<file path="src/rtl/fec_pkg.sv">
package fec_pkg;

  typedef enum logic {
    FMT_FIRST  = 1'b0,
    FMT_SECOND = 1'b1
  } line_fmt_e;

  typedef enum logic {
    CNT_PER_BIT  = 1'b0,
    CNT_PER_WORD = 1'b1
  } align_mode_e;

endpackage

</file>
<file path="src/rtl/fec_incr_sel.sv">
module fec_incr_sel
  import fec_pkg::*;
#(
  parameter int EB_W = 4
) (
  input  line_fmt_e         fmt,
  input  align_mode_e       mode,
  input  logic              frame_stb,
  input  logic              oof,
  input  logic [EB_W-1:0]   err_bits,
  input  logic              par_err,
  output logic              align_en,
  output logic [EB_W-1:0]   align_amt,
  output logic              par_en
);

  logic accept;
  logic any_err;

  always_comb begin
    accept  = frame_stb & ~oof;
    any_err = |err_bits;
    if ((fmt == FMT_SECOND) && (mode == CNT_PER_WORD)) begin
      align_amt    = '0;
      align_amt[0] = any_err;
    end else begin
      align_amt = err_bits;
    end
    align_en = accept & (|align_amt);
    par_en   = accept & par_err & (fmt == FMT_SECOND);
  end

endmodule

</file>
<file path="src/rtl/fec_sat_cnt.sv">
module fec_sat_cnt #(
  parameter int W  = 16,
  parameter int IW = 4
) (
  input  logic          clk,
  input  logic          rst_n,
  input  logic          inc_en,
  input  logic [IW-1:0] inc_amt,
  input  logic          snap,
  output logic [W-1:0]  live,
  output logic [W-1:0]  held
);

  logic [W-1:0] live_q, live_d;
  logic [W-1:0] held_q, held_d;
  logic [W-1:0] inc_ext;
  logic [W:0]   sum;
  logic [W-1:0] sat_sum;
  logic         live_ce;

  always_comb begin
    inc_ext          = '0;
    inc_ext[IW-1:0]  = inc_amt;
    sum              = {1'b0, live_q} + {1'b0, inc_ext};
    sat_sum          = sum[W] ? {W{1'b1}} : sum[W-1:0];
    live_ce          = inc_en | snap;
    held_d           = live_q;
    if (snap) begin
      live_d = inc_en ? inc_ext : '0;
    end else begin
      live_d = sat_sum;
    end
  end

  always_ff @(posedge clk or negedge rst_n) begin
    if (!rst_n) begin
      live_q <= '0;
      held_q <= '0;
    end else begin
      if (live_ce) live_q <= live_d;
      if (snap)    held_q <= held_d;
    end
  end

  assign live = live_q;
  assign held = held_q;

endmodule

</file>
<file path="src/rtl/fec_monitor.sv">
module fec_monitor
  import fec_pkg::*;
#(
  parameter int NUM_TRIB = 7,
  parameter int CNT_W    = 16,
  parameter int EB_W     = 4
) (
  input  logic                       clk,
  input  logic                       rst_n,
  input  logic                       fmt_sel,
  input  logic                       word_mode,
  input  logic [NUM_TRIB-1:0]        frame_stb,
  input  logic [NUM_TRIB-1:0]        oof,
  input  logic [NUM_TRIB*EB_W-1:0]   err_bits,
  input  logic [NUM_TRIB-1:0]        par_err,
  input  logic [NUM_TRIB-1:0]        rd_stb,
  output logic [NUM_TRIB*CNT_W-1:0]  hold_align,
  output logic [NUM_TRIB*CNT_W-1:0]  hold_par
);

  localparam int ALIGN_BUS_W = NUM_TRIB * CNT_W;

  line_fmt_e   fmt_e;
  align_mode_e mode_e;

  logic [ALIGN_BUS_W-1:0] live_align;
  logic [ALIGN_BUS_W-1:0] live_par;

  assign fmt_e  = line_fmt_e'(fmt_sel);
  assign mode_e = align_mode_e'(word_mode);

  for (genvar t = 0; t < NUM_TRIB; t++) begin : g_trib
    logic            a_en;
    logic [EB_W-1:0] a_amt;
    logic            p_en;

    fec_incr_sel #(.EB_W(EB_W)) u_sel (
      .fmt       (fmt_e),
      .mode      (mode_e),
      .frame_stb (frame_stb[t]),
      .oof       (oof[t]),
      .err_bits  (err_bits[t*EB_W +: EB_W]),
      .par_err   (par_err[t]),
      .align_en  (a_en),
      .align_amt (a_amt),
      .par_en    (p_en)
    );

    fec_sat_cnt #(.W(CNT_W), .IW(EB_W)) u_align (
      .clk     (clk),
      .rst_n   (rst_n),
      .inc_en  (a_en),
      .inc_amt (a_amt),
      .snap    (rd_stb[t]),
      .live    (live_align[t*CNT_W +: CNT_W]),
      .held    (hold_align[t*CNT_W +: CNT_W])
    );

    fec_sat_cnt #(.W(CNT_W), .IW(1)) u_par (
      .clk     (clk),
      .rst_n   (rst_n),
      .inc_en  (p_en),
      .inc_amt (1'b1),
      .snap    (rd_stb[t]),
      .live    (live_par[t*CNT_W +: CNT_W]),
      .held    (hold_par[t*CNT_W +: CNT_W])
    );
  end

endmodule

</file>
<file path="config.mk">
export PLATFORM = sky130hd
export DESIGN_NAME = fec_monitor
export DESIGN_NICKNAME = d
export VERILOG_FILES = /design/src/rtl/fec_pkg.sv /design/src/rtl/fec_incr_sel.sv /design/src/rtl/fec_sat_cnt.sv /design/src/rtl/fec_monitor.sv
export SDC_FILE = /design/constraint.sdc
export NUM_CORES = 1
export LEC_CHECK = 0
export BUFFER_PORTS_ARGS = -buffer_cell sky130_fd_sc_hd__buf_2
export CAP_MARGIN = 30
export CORE_UTILIZATION = 50
export CTS_CLUSTER_DIAMETER = 40
export DETAILED_ROUTE_END_ITERATION = 6
export GPL_ROUTABILITY_DRIVEN = 0
export PLACE_DENSITY = 0.71
export SKIP_CTS_REPAIR_TIMING = 1
export SYNTH_ARGS = -nofsm -noshare
export SYNTH_HDL_FRONTEND = slang
export SYNTH_SLANG_ARGS = --single-unit
</file>
<file path="constraint.sdc">
create_clock -name clk -period 4.8 [get_ports clk]
set_input_delay 0.96 -clock clk [delete_from_list [all_inputs] [get_ports clk]]
set_output_delay 0.96 -clock clk [all_outputs]
set_load 0.05 [all_outputs]
</file>
After elaboration in Yosys (flattened, before gate mapping)

Index checks and enable logic that the tools add are counted.

Bits in registers: 448
Input bits: 60
Output and inout bits: 224
Word-level logic and storage cells: 155

$add $sub $neg: 14
Mux-type cells: 49
Bitwise logic cells: 49
Reduce and logical (&&, ||, !) cells: 15

Operators with widths:

| cell                    | number |
|---|---|
| $mux W16                | 28 |
| $add A16 B1 Y17 const B | 7 |
| $add A16 B4 Y17         | 7 |
| $mux W4                 | 14 |
| $reduce_or A4 Y1        | 14 |
| $and A1 B1 Y1           | 28 |
| $or A1 B1 Y1            | 14 |
| $mux W1                 | 7 |
| $not A1 Y1              | 7 |
| $logic_and A1 B1 Y1     | 1 |

Logic depth before layout (Yosys ltp)

Gate-level depths: netlist of the first run.

Word-level depth: 6
Depth in mapped cells: 13
Depth with buffers taken out: 10

By module

From an unflattened synthesis of the first run, not the netlist that was laid out.

Cell total of the unflattened synthesis: 1,984
Area, all modules: 22,215.1 um^2

By module, submodules not included:

| module                               | instances | cells an instance | area each (um^2) |
|---|---|---|---|
| fec_sat_cnt at g_trib[0].u_par ...   | 7         | 133               | 1,502.7 |
| fec_sat_cnt at g_trib[0].u_align ... | 4         | 141               | 1,590.3 |
| fec_sat_cnt at g_trib[3].u_align ... | 2         | 140               | 1,606.5 |
| fec_sat_cnt at g_trib[2].u_align     | 1         | 145               | 1,680.4 |
| fec_incr_sel                         | 7         | 9                 | 62.6 |
| fec_monitor                          | 1         | 1                 | 3.8 |

Worst setup path before layout of the first run

OpenSTA, ideal clock, no wires.

Path kind: input-to-reg
Start point: in word_mode
End point: reg g_trib[1].u_align.live_q[10]
Library setup time: 0.065 ns
Arrival time: 3.400 ns
Required time: 4.735 ns
Path slack: 1.335 ns
Stages on the path: 13
Path buffers: 3
Path through: nand2_1 clkbuf_1 clkbuf_1 o21ai_0 ha_1 inv_1 fa_1 nand2b_1 a21oi_1 nand3_1 clkbuf_1 a2111o_1 nand2_1

Longest elaborated chain between the ends: 5

RTL lines:

| item                                                       | line                                  | text |
|---|---|---|
| start, declared                                            | fec_monitor.sv:11                     | `input logic word_mode,` |
| $logic_and A1 B1 Y1 (*)                                    | fec_incr_sel.sv:23                    | `if ((fmt == FMT_SECOND) && (mode == CNT_PER_WORD)) begin` |
| $mux W4 (*)                                                | fec_incr_sel.sv:23                    |  |
| $add A16 B4 Y17 / $reduce_or A4 Y1 (equally long branches) | fec_sat_cnt.sv:24, fec_incr_sel.sv:29 |  |
| $mux W16 / $and A1 B1 Y1 (equally long branches)           | fec_sat_cnt.sv:25, fec_incr_sel.sv:29 |  |
| $mux W16 / $or A1 B1 Y1 (equally long branches)            | fec_sat_cnt.sv:28, fec_sat_cnt.sv:26  |  |
| end signal, assigned                                       | fec_sat_cnt.sv:40                     | `if (live_ce) live_q <= live_d;` |
| end, declared                                              | fec_sat_cnt.sv:14                     | `logic [W-1:0] live_q, live_d;` |

Every way passes the cells marked *; elsewhere a longest branch is shown, timed or not.
A chain may end at the register's enable or synchronous reset.

Final worst setup path of the first run

Start point: in fmt_sel
End point: reg g_trib[5].u_align.live_q[9]

Longest elaborated chain between the ends: 5

RTL lines:

| item                                                       | line                                  | text |
|---|---|---|
| start, declared                                            | fec_monitor.sv:10                     | `input logic fmt_sel,` |
| $logic_and A1 B1 Y1 (*)                                    | fec_incr_sel.sv:23                    |  |
| $mux W4 (*)                                                | fec_incr_sel.sv:23                    |  |
| $add A16 B4 Y17 / $reduce_or A4 Y1 (equally long branches) | fec_sat_cnt.sv:24, fec_incr_sel.sv:29 |  |
| $mux W16 / $and A1 B1 Y1 (equally long branches)           | fec_sat_cnt.sv:25, fec_incr_sel.sv:29 |  |
| $mux W16 / $or A1 B1 Y1 (equally long branches)            | fec_sat_cnt.sv:28, fec_sat_cnt.sv:26  |  |
| end signal, assigned                                       | fec_sat_cnt.sv:40                     |  |
| end, declared                                              | fec_sat_cnt.sv:14                     |  |

Marks and branches as above.

==> flow_summary_export.csv, run 1 <==
group,metric,value,unit
timing,final.setup_skew,14.6,ps
timing,relSlewSlack,0.240,
grt,grt_pass1_wl,86500,um
floorplanning,die_width,211,um
clocking,clock-sinks,448,
detailed_routing,drtIter0Drc,1089,
grt,grt-ovfl-total,0,
placement,dp_hpwl,35700,um
pwr,p_sw,2.43,mW
synthesis,synth_top_family_by_area,"simple AND/OR/NAND/NOR gates",
timing,fin_crit_sh,0.750,
timing,min_period,3600,ps
clocking,h-tree-depth,3,
placement,portBuffers,283,
synthesis,synthAdderAreaFrac,0.0265,
pwr,powerDensity,367,mW/mm^2
timing,rsz0062_at_grt,"no",
layout,regArea,0.0112,mm^2
layout,n_fill_cell,3481,
pwr,power_frac_seq,0.407,
detailed_routing,via_count,17400,
floorplanning,rows,76,
critical_path,path_cells,"buf_2, nand2_1, buf_4, o21ai_0, ha_1, inv_1, fa_1, nand2b_1, a211oi_2, nand4_1, and3_1, a311oi_1",
detailed_routing,route.detailed.drc,0,
grt,first_global_vias,16900,
layout,area_delta_synth_final,19.9,%
detailed_routing,dr.pass1.iters,5,
detailed_routing,detail-route-antenna-nets,0,
synthesis,synthSimpleGateAreaFrac,0.162,
floorplanning,dieArea,0.0445,mm^2
critical_path,cp.required,5280,ps
pwr,p_int,7.18,mW
synthesis,syn_inst,2005,
floorplanning,dieHeight,211,um
layout,multi_input_area,0.0100,mm^2
timing,finalMaxSlewViolations,0,
synthesis,syn-num-nets,2107,
synthesis,synth_edf_count,0,
synthesis,synth_compound_area_frac,0.140,
timing,worst_slew_pin_slew,1130,ps
synthesis,syn-cell-area,0.0218,mm^2
synthesis,yosysSeqAreaShare,0.514,
detailed_routing,routed_wl,52700,um
layout,drive_gt1_frac,0.292,
pwr,switching_share,0.253,
critical_path,start_kind,"primary input",
grt,grt_max_degree,104,
clocking,clock-root-buffer,"clkbuf_16",
grt,grt_usage,0.237,
placement,dp.cells,2805,
clocking,clkLatencyLatePin,580,ps
clocking,cts_tree,"yes",
critical_path,critPathArrivalTime,4080,ps
pwr,max-vdd-ir-drop,0.000290,V
detailed_routing,wl_per_cell,18.0,um
synthesis,avgSynthCellArea,10.9,um^2
clocking,clk_pin_slew,60,ps
layout,stdcell_count,2927,
layout,final_cell_mix,"dfrtp_1, buf_2, mux2_2",
layout,final_common_cell,"dfrtp_1",
pwr,combPwrFrac,0.081,
floorplanning,initial_utilization,0.507,
synthesis,synth_mux_area_frac,0.125,
clocking,clock_path_buffers,3,
pwr,power_frac_clock,0.512,
critical_path,path_class,"primary input to register",
critical_path,reg2reg_slack,1910,ps
synthesis,synth-xor-area-share,0.00482,
critical_path,slowest_delay,570,ps
critical_path,slowest_stage,"nand4_1",
floorplanning,core-area,0.0431,mm^2
timing,tns,0,ps
synthesis,ys_ff_latch,448,
synthesis,synth-async-reset-ratio,1.00,
min_path,holdCritPathClass,"primary input to async pin",
timing,fmax,0.278,GHz
floorplanning,num_io_pins,284,
clocking,cts_made_buffers,68,
synthesis,yosysWarnings,0,
detailed_routing,post_drt_via_cell_ratio,5.93,
critical_path,end_kind,"register",
pwr,power.leakage,12.6,nW
synthesis,ys.flop_type,"dfrtp_1",
critical_path,critical_path.max_fanout,14,
synthesis,synthDistinctLibCells,72,
layout,nets,2392,
run,cap_violations,0,
timing,hold_viol_final,0,
status,status,"finished clean",
timing,finalSetupViolations,0,
grt,antenna_found_initial,4,
path summary, 6_finish.rpt:
kind	from	end	depth (start not counted)
worst max-delay path	fmt_sel	g_trib[5].u_align.live[9]$_DFFE_PN0P_	12
worst min-delay path	rst_n	g_trib[2].u_par.held[5]$_DFFE_PN0P_	1
worst max register to register	g_trib[5].u_align.live[0]$_DFFE_PN0P_	g_trib[5].u_align.live[9]$_DFFE_PN0P_	8
worst min register to register	g_trib[0].u_par.live[10]$_DFFE_PN0P_	g_trib[0].u_par.live[10]$_DFFE_PN0P_	1
max in group asynchronous	rst_n	g_trib[6].u_par.live[3]$_DFFE_PN0P_	2
min in group clk	g_trib[0].u_par.live[10]$_DFFE_PN0P_	g_trib[0].u_par.live[10]$_DFFE_PN0P_	1
power by group through the flow:
stage | combinational [mW] | sequential [mW] | clock (mW)
after CTS | 0.785 | 3.91 | 5.03
after detailed placement | 0.780 | 3.98 | 0
after global placement | 0.759 | 3.97 | 0
after global routing | 0.852 | 3.92 | 5.18
final | 0.778 | 3.91 | 4.92
after floorplan | 0.371 | 4.11 | 0
per-layer routing:
layer / vias up / track usage / wire length (um)
met1: 8608 / 0.321 / 23500
met3: 107 / 0.0627 / 3350
li1: 8153 / - / -
met2: 494 / 0.368 / 24300
met5: - / 0 / 36
met4: 6 / 0.0842 / 1510
layout make-up:
cell class              instances  area share
multi-input cells            1400       0.382
diodes                          1   0.0000956
well taps                     585      0.0280
flip-flops and latches        448       0.428
inverters                      64     0.00918
clock buffers                  84      0.0729
repair buffers                308      0.0639
clock inverters                37      0.0150
kinds of logic after synthesis:
logic type,after synthesis
AOI/OAI and AO/OA,458
adders and majority gates,42
and+or+nand+nor,643
DFF,448
buffers and inverters,157
xor gates and xnor gates,12
muxes,245
per-stage QoR:
step	hold slack [ps]	cell area, um^2	total power, mW	worst slack (ps)	util
global placement	484	23800	4.73	771	0.553
detailed placement	490	23900	4.76	668	0.554
global route	454	26200	9.95	1030	0.607
floorplan	452	21800	4.48	1330	-
CTS	417	26200	9.72	1280	0.607
finish	399	26200	9.61	1200	0.607
sequential cells by signal (all words and copies together) (netlist names):
| register | count |
|---|---|
| g_trib.u_par.live | 112 |
| g_trib.u_par.held | 112 |
| g_trib.u_align.live | 112 |
| g_trib.u_align.held | 112 |
synth_stat cells (20+ instances only):
library cell | number | area [um^2]
nand3_1 | 87 | 435
a211oi_1 | 34 | 255
o21a_1 | 20 | 150
dfrtp_1 | 448 | 11200
inv_1 | 64 | 240
and3_1 | 60 | 375
nor2_1 | 128 | 480
nand4_1 | 37 | 231
nor3_1 | 96 | 480
a311oi_1 | 32 | 280
mux2_2 | 226 | 2540
and4_1 | 50 | 438
o21ai_0 | 86 | 430
nand2_1 | 65 | 244
and2_1 | 33 | 206
ha_1 | 35 | 438
a21oi_1 | 110 | 551
a31oi_1 | 52 | 325
clkbuf_1 | 75 | 282
nor2b_1 | 25 | 156
worst max-delay path, delay by kind of cell:
family / cells / cell delay [ps]
simple gates: 4 / 1300
compound gates: 3 / 830
fa+ha+maj: 2 / 630
buf+inv: 3 / 360
(Power assumes the default switching activity.)
==> inputs of run 2 (changes only) <==
--- a/config.mk
+++ b/config.mk
@@ -5,13 +5,14 @@
 export SDC_FILE = /design/constraint.sdc
 export NUM_CORES = 1
 export LEC_CHECK = 0
+export ABC_AREA = 1
 export BUFFER_PORTS_ARGS = -buffer_cell sky130_fd_sc_hd__buf_2
 export CAP_MARGIN = 30
 export CORE_UTILIZATION = 50
 export CTS_CLUSTER_DIAMETER = 40
 export DETAILED_ROUTE_END_ITERATION = 6
 export GPL_ROUTABILITY_DRIVEN = 0
-export PLACE_DENSITY = 0.71
+export PLACE_DENSITY = 0.7
 export SKIP_CTS_REPAIR_TIMING = 1
 export SYNTH_ARGS = -nofsm -noshare
 export SYNTH_HDL_FRONTEND = slang
==> constraint.sdc (replaced) <==
create_clock -name clk -period 3.4 [get_ports clk]
set_input_delay 0.68 -clock clk [delete_from_list [all_inputs] [get_ports clk]]
set_output_delay 0.68 -clock clk [all_outputs]
set_load 0.05 [all_outputs]
==> run 2 against run 1 <==
Against the previous run:
- combinational power up 36%
- power up 49%
- area after synthesis up 10%
- highest routed layer unchanged
- design area up 10%
- clock skew up 16 ps
==> flow_summary_export.csv, run 2 <==
group,metric,value,unit
synthesis,synth_edf_count,0,
clocking,cts_tree,"yes",
timing,final.setup_skew,30.6,ps
synthesis,yosysSeqAreaShare,0.465,
layout,area_delta_synth_final,19.4,%
detailed_routing,wl_per_cell,15.4,um
timing,worst_slew_pin_slew,942,ps
synthesis,synth-async-reset-ratio,1.00,
critical_path,cp_num_cells,16,
timing,tns,0,ps
min_path,holdCritPathClass,"primary input to register",
clocking,clock-root-buffer,"clkbuf_16",
layout,n_fill_cell,4266,
pwr,power.leakage,15.1,nW
grt,first_global_vias,21900,
grt,grt_pass1_wl,109000,um
synthesis,syn-num-nets,3326,
clocking,clk_pin_slew,60,ps
detailed_routing,dr.pass1.iters,6,
synthesis,synth_top_area_cell,"dfrtp_1",
clocking,clock-sinks,448,
grt,grt-ovfl-total,0,
critical_path,path_class,"primary input to register",
detailed_routing,detail-route-antenna-nets,0,
timing,finalSetupViolations,0,
detailed_routing,via_count,22600,
layout,multi_input_area,0.0111,mm^2
clocking,h-tree-depth,3,
synthesis,yosysMostFrequentCell,"nand2_1",
synthesis,yosysWarnings,0,
synthesis,avgSynthCellArea,7.48,um^2
floorplanning,dieArea,0.0491,mm^2
timing,fin_crit_sh,0.809,
critical_path,slowest_stage,"fa_1",
critical_path,path_delay_family,"simple AND/OR/NAND/NOR gates",
floorplanning,core-area,0.0476,mm^2
critical_path,slowest_delay,430,ps
clocking,clkLatencyLatePin,610,ps
floorplanning,rows,80,
placement,preCtsSetupSlack,99.8,ps
min_path,hold-path-cell-count,3,
layout,nets,3630,
layout,regArea,0.0112,mm^2
grt,grt_usage,0.267,
critical_path,end_kind,"register",
synthesis,syn-cell-area,0.0241,mm^2
critical_path,critical_path.max_fanout,22,
detailed_routing,drtIter0Drc,1887,
timing,min_period,2750,ps
layout,final_common_cell,"nand2_1",
critical_path,start_kind,"primary input",
detailed_routing,routed_wl,64800,um
synthesis,syn_inst,3224,
floorplanning,dieHeight,222,um
synthesis,synth_top_area_share,0.465,
clocking,clock_path_buffers,3,
floorplanning,initial_utilization,0.506,
timing,finalMaxSlewViolations,0,
critical_path,cp.required,3940,ps
synthesis,ys.flop_type,"dfrtp_1",
layout,drive_gt1_frac,0.148,
timing,fmax,0.364,GHz
detailed_routing,route.detailed.drc,0,
synthesis,synth.top_cells.by_area,"dfrtp_1, nand2_1, nand3_1",
pwr,max-vdd-ir-drop,0.000444,V
layout,final_cell_mix,"nand2_1, dfrtp_1, inv_1",
timing,hold_viol_final,0,
grt,antenna_found_initial,8,
pwr,powerDensity,497,mW/mm^2
critical_path,reg2reg_depth,10,
critical_path,critPathArrivalTime,3290,ps
critical_path,crit_buf_inv,6,
timing,rsz0062_at_grt,"no",
grt,grt_max_degree,96,
synthesis,ys_ff_latch,448,
placement,dp_hpwl,46600,um
critical_path,path_cells,"buf_2, nand2_1, inv_1, buf_12, a21oi_1, inv_1, ha_1, inv_1, fa_1, inv_1, nand3_1, nand2_1, nand4_2, nand3_1, nand2_1, nand2_1",
timing,relSlewSlack,0.369,
placement,portBuffers,283,
floorplanning,die_width,222,um
detailed_routing,post_drt_via_cell_ratio,5.38,
timing,worst_slack,650,ps
synthesis,yosys-top-cells-count,"nand2_1, dfrtp_1, inv_1, nand3_1, o21ai_0",
synthesis,synthDistinctLibCells,40,
floorplanning,num_io_pins,284,
status,status,"finished clean",
clocking,cts_made_buffers,78,
run,cap_violations,0,
-- run 2: cell types whose count changed after synthesis, sizes merged, moves of 50 or more --
cell,before,now
nand2,65,1166
a21oi,110,38
nand3,88,329
and4,50,0
o21ai,86,330
inv,64,365
and3,60,0
mux2,226,0
-- run 2: tightest hold or removal path: stages --
cell and delay, ps:
buf_2 160, nand2_1 70, nand2_1 40
-- run 2: per-stage QoR --
stage          hold slack (ps)  cells  utilization  cell area (um^2)  power [mW]
3_3_place_gp               451   4062        0.548             26100        6.64
6_report                   379   4207        0.604             28800        14.3
3_5_place_dp               454   4062        0.548             26100        6.66
5_1_grt                    385   4205        0.604             28800        14.8
2_1_floorplan              384   3224            -             24100        6.27
4_1_cts                  -38.0   4204        0.604             28800        14.5
-- run 2: path summary, 6_finish.rpt --
check,slack [ps],endpoint,startpoint
max reg2reg,1080,g_trib[6].u_align.live[11]$_DFFE_PN0P_,g_trib[6].u_align.live[0]$_DFFE_PN0P_
min in group asynchronous,570,g_trib[6].u_align.held[7]$_DFFE_PN0P_,rst_n
min,380,g_trib[1].u_align.held[2]$_DFFE_PN0P_,rd_stb[1]
max,650,g_trib[6].u_align.live[11]$_DFFE_PN0P_,fmt_sel
min reg2reg,460,g_trib[6].u_par.held[11]$_DFFE_PN0P_,g_trib[6].u_par.held[11]$_DFFE_PN0P_
max in group asynchronous,1930,g_trib[1].u_par.live[3]$_DFFE_PN0P_,rst_n
-- run 2: kinds of logic (layout without fill, tap and decap cells) --
logic type,count (synthesis),in the layout,share of synthesized area
other,0,2,0
and+or+nand+nor,1817,1817,0.326
xor gates and xnor gates,62,62,0.0225
DFF,448,448,0.465
AOI/OAI and AO/OA,398,398,0.0867
buffers and inverters,457,823,0.0758
adders and majority gates,42,42,0.0240
-- run 2: area by class of cell --
| type | count | area share |
|---|---|---|
| antenna | 2 | 0.000174 |
| clock buffer | 88 | 0.0738 |
| clock inverter | 54 | 0.0181 |
| inverter | 370 | 0.0482 |
| multi-input combinational | 2319 | 0.384 |
| sequential | 448 | 0.389 |
| tap | 615 | 0.0267 |
| timing repair buffer | 311 | 0.0591 |
-- run 2: power by group --
part | leakage [nW] | internal [mW] | switching [mW] | total (mW)
clock | 1.28 | 4.67 | 3.06 | 7.73
combinational | 7.58 | 0.279 | 0.786 | 1.06
sequential | 6.21 | 5.43 | 0.0780 | 5.51
-- run 2: routing by layer --
metal | global-route usage | part of all wire | vias up | wire, um
met1 | 0.366 | 0.45 | 10800 | 29000
met4 | 0.0871 | 0.026 | 12 | 1670
met2 | 0.420 | 0.46 | 719 | 30100
li1 | - | - | 11000 | -
met3 | 0.0596 | 0.061 | 144 | 3960
met5 | 0 | 0.0013 | - | 85
